$ cat config.mk
export PLATFORM = sky130hd
export DESIGN_NAME = vsix_interp
export DESIGN_NICKNAME = d
export VERILOG_FILES = /design/src/rtl/vsix_pkg.sv /design/src/rtl/vsix_ctrl.sv /design/src/rtl/vsix_datapath.sv /design/src/rtl/vsix_interp.sv
export SDC_FILE = /design/constraint.sdc
export NUM_CORES = 2
export LEC_CHECK = 0
export BUFFER_PORTS_ARGS = -buffer_cell sky130_fd_sc_hd__buf_4
export CELL_PAD_IN_SITES_DETAIL_PLACEMENT = 1
export CELL_PAD_IN_SITES_GLOBAL_PLACEMENT = 1
export CORE_ASPECT_RATIO = 0.8
export CORE_MARGIN = 2
export CORE_UTILIZATION = 50
export CTS_BUF_LIST = sky130_fd_sc_hd__clkbuf_8
export DETAILED_ROUTE_END_ITERATION = 10
export PLACE_DENSITY = 0.88
export SLEW_MARGIN = 10
export SYNTH_ARGS = -nofsm -noshare
export SYNTH_HDL_FRONTEND = slang
export SYNTH_SLANG_ARGS = --single-unit
$ cat constraint.sdc
create_clock -name clk -period 24.9 [get_ports clk]
set_clock_uncertainty 0.2 [all_clocks]
set_input_delay 4.98 -clock clk [delete_from_list [all_inputs] [get_ports clk]]
set_output_delay 4.98 -clock clk [all_outputs]
set_load 0.005 [all_outputs]
$ cat src/rtl/vsix_pkg.sv
package vsix_pkg;
  localparam int PIX_W = 8;

  typedef logic [PIX_W-1:0] pixT;

  // strobes from control to datapath
  typedef struct packed {
    logic winShift;  // accept the input row into the window
    logic outLoad;   // capture the filtered row into the output register
  } ctlT;

  // size code to count: 0->4, 1->8, otherwise 16
  function automatic logic [4:0] sizeFromCode(input logic [1:0] code);
    case (code)
      2'd0:    return 5'd4;
      2'd1:    return 5'd8;
      default: return 5'd16;
    endcase
  endfunction

  // six-tap vertical kernel with rounding and clamping
  function automatic pixT tapFilter(input pixT a, input pixT b, input pixT c,
                                    input pixT d, input pixT e, input pixT f);
    logic signed [15:0] outer;
    logic signed [15:0] inner;
    logic signed [15:0] side;
    logic signed [15:0] acc;
    logic signed [15:0] shifted;
    outer   = $signed({8'd0, a}) + $signed({8'd0, f});
    inner   = $signed({8'd0, c}) + $signed({8'd0, d});
    side    = $signed({8'd0, b}) + $signed({8'd0, e});
    acc     = outer + 16'sd20 * inner - 16'sd5 * side;
    shifted = (acc + 16'sd16) >>> 5;
    if (shifted < 16'sd0)        return '0;
    else if (shifted > 16'sd255) return 8'hFF;
    else                         return shifted[7:0];
  endfunction
endpackage

$ cat src/rtl/vsix_ctrl.sv
module vsix_ctrl
  import vsix_pkg::*;
#(
  parameter int LANES    = 16,
  parameter int MAX_ROWS = 16
) (
  input  logic             clk,
  input  logic             rstN,
  input  logic             startIn,
  input  logic [1:0]       widthSel,
  input  logic [1:0]       heightSel,
  input  logic             inValid,
  output logic             inReady,
  input  logic             outReady,
  output logic             outValid,
  output logic             doneOut,
  output ctlT              ctl,
  output logic [LANES-1:0] laneEn
);
  localparam int CNT_W = $clog2(MAX_ROWS + 6);
  localparam int PRIME = 5;  // rows needed before the first output

  logic             active;
  logic [4:0]       lanesQ;
  logic [CNT_W-1:0] rowsQ;
  logic [CNT_W-1:0] inCnt;
  logic [CNT_W-1:0] outCnt;
  logic [CNT_W-1:0] inLimit;
  logic             outValidQ;
  logic             doneQ;
  logic             accept;
  logic             outFire;
  logic             primed;

  assign inLimit = rowsQ + CNT_W'(PRIME);
  assign primed  = (inCnt >= CNT_W'(PRIME));
  assign inReady = active && (inCnt < inLimit) && (!primed || !outValidQ || outReady);
  assign accept  = inValid && inReady;
  assign outFire = outValidQ && outReady;

  assign ctl.winShift = accept;
  assign ctl.outLoad  = accept && primed;

  assign outValid = outValidQ;
  assign doneOut  = doneQ;

  for (genvar g = 0; g < LANES; g++) begin : gLaneEn
    assign laneEn[g] = (g < int'(lanesQ));
  end

  always_ff @(posedge clk) begin
    if (!rstN) begin
      active    <= 1'b0;
      lanesQ    <= '0;
      rowsQ     <= '0;
      inCnt     <= '0;
      outCnt    <= '0;
      outValidQ <= 1'b0;
      doneQ     <= 1'b0;
    end else begin
      doneQ <= 1'b0;
      if (!active && startIn) begin
        active <= 1'b1;
        lanesQ <= sizeFromCode(widthSel);
        rowsQ  <= CNT_W'(sizeFromCode(heightSel));
        inCnt  <= '0;
        outCnt <= '0;
      end else begin
        if (accept) inCnt <= inCnt + 1'b1;
        if (ctl.outLoad)  outValidQ <= 1'b1;
        else if (outFire) outValidQ <= 1'b0;
        if (outFire) begin
          outCnt <= outCnt + 1'b1;
          if (outCnt == rowsQ - 1'b1) begin
            active <= 1'b0;
            doneQ  <= 1'b1;
          end
        end
      end
    end
  end

  // a stalled row stays offered
  a_r7_hold_valid: assert property (@(posedge clk) disable iff (!rstN)
    outValid && !outReady |=> outValid);

  // done follows an output handshake
  a_r8_done_after_fire: assert property (@(posedge clk) disable iff (!rstN)
    $rose(doneOut) |-> $past(outValid && outReady));

  // a finished block has taken exactly height + 5 rows
  a_r6_row_total: assert property (@(posedge clk) disable iff (!rstN)
    doneOut |-> (inCnt == inLimit) && !inReady);

  // the pulse lasts one cycle
  a_r8_single_pulse: assert property (@(posedge clk) disable iff (!rstN)
    doneOut |=> !doneOut);
endmodule

$ cat src/rtl/vsix_datapath.sv
module vsix_datapath
  import vsix_pkg::*;
#(
  parameter int LANES = 16
) (
  input  logic                   clk,
  input  logic                   rstN,
  input  ctlT                    ctl,
  input  logic [LANES-1:0]       laneEn,
  input  logic [LANES*PIX_W-1:0] inRow,
  output logic [LANES*PIX_W-1:0] outRow
);
  localparam int TAPS  = 6;
  localparam int DEPTH = TAPS - 1;
  localparam int ROW_W = LANES * PIX_W;

  logic [ROW_W-1:0] win [DEPTH];
  logic [ROW_W-1:0] outQ;
  logic [ROW_W-1:0] filtRow;

  always_ff @(posedge clk) begin
    if (!rstN) begin
      for (int i = 0; i < DEPTH; i++) win[i] <= '0;
    end else if (ctl.winShift) begin
      for (int i = 0; i < DEPTH - 1; i++) win[i] <= win[i+1];
      win[DEPTH-1] <= inRow;
    end
  end

  for (genvar g = 0; g < LANES; g++) begin : gLane
    localparam int LO = g * PIX_W;
    pixT pix;
    assign pix = tapFilter(win[0][LO +: PIX_W], win[1][LO +: PIX_W],
                           win[2][LO +: PIX_W], win[3][LO +: PIX_W],
                           win[4][LO +: PIX_W], inRow[LO +: PIX_W]);
    assign filtRow[LO +: PIX_W] = laneEn[g] ? pix : '0;

    // a lane that is switched off outputs zero after a load
    a_r5_lane_off_zero: assert property (@(posedge clk) disable iff (!rstN)
      $past(ctl.outLoad && !laneEn[g]) |-> (outQ[LO +: PIX_W] == '0));
  end

  always_ff @(posedge clk) begin
    if (!rstN)            outQ <= '0;
    else if (ctl.outLoad) outQ <= filtRow;
  end

  assign outRow = outQ;
endmodule

$ cat src/rtl/vsix_interp.sv
module vsix_interp
  import vsix_pkg::*;
#(
  parameter int LANES    = 16,
  parameter int MAX_ROWS = 16
) (
  input  logic                   clk,
  input  logic                   rstN,
  input  logic                   startIn,
  input  logic [1:0]             widthSel,
  input  logic [1:0]             heightSel,
  input  logic                   inValid,
  output logic                   inReady,
  input  logic [LANES*PIX_W-1:0] inRow,
  output logic                   outValid,
  input  logic                   outReady,
  output logic [LANES*PIX_W-1:0] outRow,
  output logic                   doneOut
);
  ctlT              ctl;
  logic [LANES-1:0] laneEn;

  vsix_ctrl #(.LANES(LANES), .MAX_ROWS(MAX_ROWS)) uCtrl (
    .clk(clk), .rstN(rstN), .startIn(startIn), .widthSel(widthSel),
    .heightSel(heightSel), .inValid(inValid), .inReady(inReady),
    .outReady(outReady), .outValid(outValid), .doneOut(doneOut),
    .ctl(ctl), .laneEn(laneEn)
  );

  vsix_datapath #(.LANES(LANES)) uData (
    .clk(clk), .rstN(rstN), .ctl(ctl), .laneEn(laneEn),
    .inRow(inRow), .outRow(outRow)
  );

  // a stalled row keeps its data
  a_r7_hold_data: assert property (@(posedge clk) disable iff (!rstN)
    outValid && !outReady |=> $stable(outRow));
endmodule

==> impl_metrics.env <==
export IMPL_critPathTopFamily="buffers and inverters"
export IMPL_io_pins=268
export IMPL_synthesis_nets=8524
export IMPL_layout_common_cells="ha_1 (1288), inv_1 (1210), and3_1 (652), edfxtp_1 (640), a21oi_1 (403)"
export IMPL_path_buf_inv=2
export IMPL_dieArea_um2=140400
export IMPL_wl_um=189500
export IMPL_ant_nets=0
export IMPL_layout_commonest_cell="ha_1"
export IMPL_vias=51270
export IMPL_drv_slew=0
export IMPL_hold_violations=0
export IMPL_track_usage_pct=26.97
export IMPL_place_gp_congestion=0.8454
export IMPL_status="finished, final reports clean"
export IMPL_cts_max_level=4
export IMPL_required_ps=19720
export IMPL_synth_mux_area_share_pct=0.02913
export IMPL_yosys_area_share_simple_pct=11.14
export IMPL_min_period_over_period_pct=43.38
export IMPL_period_needed_ps=10800
export IMPL_max_stage_delay_ps=200
export IMPL_async_reset_ff_share_pct=0
export IMPL_drive_above_1_share_pct=7.600
export IMPL_die_x_um=418.5
export IMPL_start_util_pct=50.44
export IMPL_yosysSeqAreaShare_pct=32.25
export IMPL_detailed_place_hpwl_um=143600
export IMPL_fin_util_pct=55.34
export IMPL_crit_type="in -> out"
export IMPL_yosysUniqueCellTypes=76
export IMPL_end_kind="output pin"
export IMPL_syn_area_um2=68720
export IMPL_drcViolationCount=0
export IMPL_crit_arrival_ps=5620
export IMPL_antenna_found_initial=15
export IMPL_rsz0062_at_grt="no"
export IMPL_synth_edf_count=640
export IMPL_coreArea_um2=136300
export IMPL_slew_limit_headroom_pct=26.97
export IMPL_wl_per_cell_um=21.08
export IMPL_grt_pass1_wl_um=303600
export IMPL_drt_pass1_iter_count=5
export IMPL_cts_sinks=787
export IMPL_cap_violations=0
export IMPL_ys_flop_type="edfxtp_1"
export IMPL_ctsHoldBuffers=0
export IMPL_fmax_mhz=92.57
export IMPL_chipHeight_um=335.6
export IMPL_nFillCells=15130
export IMPL_overflow=0
export IMPL_yosys_warnings=0
export IMPL_nets=8788
export IMPL_crit_chain="buf_4 -> nand2b_1 -> o21a_1 -> buf_4"
export IMPL_synth_compound_area_share_pct=11.60
export IMPL_grt_pass1_vias=57280
export IMPL_syn_area_per_cell_um2=10.09
export IMPL_worst_slew_pin_slew_ps=1095
export IMPL_cts_buffers_inserted=144
export IMPL_crit_top_cell="buf_4"
export IMPL_io_buffers=267
export IMPL_synth_top_family_by_area="adder cells"
export IMPL_grt_max_degree=211
export IMPL_syn2layout_area_growth_pct=9.732
export IMPL_synth_xor_area_share_pct=5.786
export IMPL_via_per_inst=5.703
export IMPL_holdWs_ps=244.5
export IMPL_setup_violations=0
export IMPL_cts_buffer_depth=3
export IMPL_critPathMaxFanout=5
export IMPL_post_cts_buffers=0
export IMPL_start_kind="input pin"
export IMPL_ys_ff_latch=787
export IMPL_cts_resized=0
export IMPL_drt_iter0_drc=2664
export IMPL_cts_tree="built"
export IMPL_fin_tns_setup_ps=0
export IMPL_clk_pin_slew_ps=60
export IMPL_hold_path_class="reg -> reg"
export IMPL_synthAdderAreaFrac_pct=31.84
export IMPL_cpMaxStageDelayCell="nand2b_1"
export IMPL_clock_latency_ps=930
export IMPL_netlist_instances=6811
export IMPL_fp_row_count=121
export IMPL_root_buffer="clkbuf_8"
area by class of cell:
type	count	area, um2	share of cell area, %
Tap cell	1783	2231	2.958
Inverter	1167	4380	5.809
Antenna cell	10	25.02	0.03318
Clock inverter	111	685.7	0.9093
Clock buffer	157	2161	2.865
Timing Repair Buffer	293	2232	2.960
Multi-Input combinational cell	4682	41530	55.08
Sequential cell	787	22160	29.39
synthesized netlist by cell type (13+ instances only):
master | count | area share (%)
a211oi_1 | 26 | 0.28
a21boi_0 | 25 | 0.27
a21o_1 | 186 | 2.0
a21oi_1 | 403 | 2.9
a221o_1 | 17 | 0.25
a31oi_1 | 17 | 0.15
and2_1 | 33 | 0.30
and3_1 | 652 | 5.9
clkbuf_1 | 169 | 0.92
dfxtp_1 | 147 | 4.3
edfxtp_1 | 640 | 28
fa_1 | 288 | 8.4
ha_1 | 1288 | 23
inv_1 | 1166 | 6.4
nand2_1 | 200 | 1.1
nand2b_1 | 64 | 0.58
nand3_1 | 48 | 0.35
nand4_1 | 20 | 0.18
nor2_1 | 221 | 1.2
nor2b_1 | 37 | 0.34
nor3_1 | 51 | 0.37
o211ai_1 | 19 | 0.21
o21a_1 | 63 | 0.69
o21ai_0 | 260 | 1.9
o21bai_1 | 116 | 1.3
o31a_1 | 17 | 0.22
or2_2 | 13 | 0.12
or3_1 | 32 | 0.29
xnor2_1 | 344 | 4.4
xor2_1 | 110 | 1.4
state kept, by name (all words and copies together) (netlist names):
| register | flops |
|---|---|
| uCtrl.lanesQ | 3 |
| uData.win | 640 |
| uCtrl.outCnt | 5 |
| uCtrl.outValid | 1 |
| uCtrl.active | 1 |
| uCtrl.inCnt | 5 |
| uCtrl.doneOut | 1 |
| uCtrl.rowsQ | 3 |
| uData.outRow | 128 |
path summary, 6_finish.rpt:
kind	startpoint	to	slack (ps)	depth (start not counted)
hold / removal	uData.outRow[94]	uData.outRow[94]	240	2
setup / recovery	outReady	inReady	14100	4
setup reg to reg	uData.win[0][505]	uData.outRow[122]	17670	24
hold reg to reg	uData.outRow[94]	uData.outRow[94]	240	2
through the flow:
step	std cells	instance area (um2)	setup WS (ps)
after floorplan	6811	68720	2689
after global placement	8712	72540	13980
final	8990	75410	14100
after global routing	8990	75410	14050
after detailed placement	8712	72540	13710
after CTS	8980	75380	14100
per-layer routing:
layer / GRT usage (%) / vias up / part of all wire, %
li1: - / 24160 / -
met1: 32.93 / 25690 / 43
met2: 47.35 / 1002 / 50
met3: 3.884 / 420 / 3.6
met4: 11.61 / 0 / 4.2
met5: 0 / - / 0
worst reg2reg max path: stages, from the launching register on:
cell	delay, ps
edfxtp_1	470
ha_1	330
a21o_1	180
a21oi_1	230
o21bai_1	90
a21oi_1	230
xnor2_1	220
ha_1	300
ha_1	350
nor2b_1	170
o31ai_1	420
nand2_1	100
ha_1	320
fa_1	510
fa_1	540
inv_1	40
ha_1	330
and3_1	220
a221o_1	320
a31o_1	260
o31a_1	310
a21oi_1	280
nand3_1	290
a21oi_1	260
o21ai_0	100
logic make-up after synthesis:
group,Yosys count
xor+xnor,454
simple gates,1402
mux,2
fa+ha+maj,1576
flops,787
buf+inv,1342
compound gates,1248
Power is left out: the tool's default activity adds up to more than one toggle a clock period on the data nets, which glitch-free logic cannot reach.
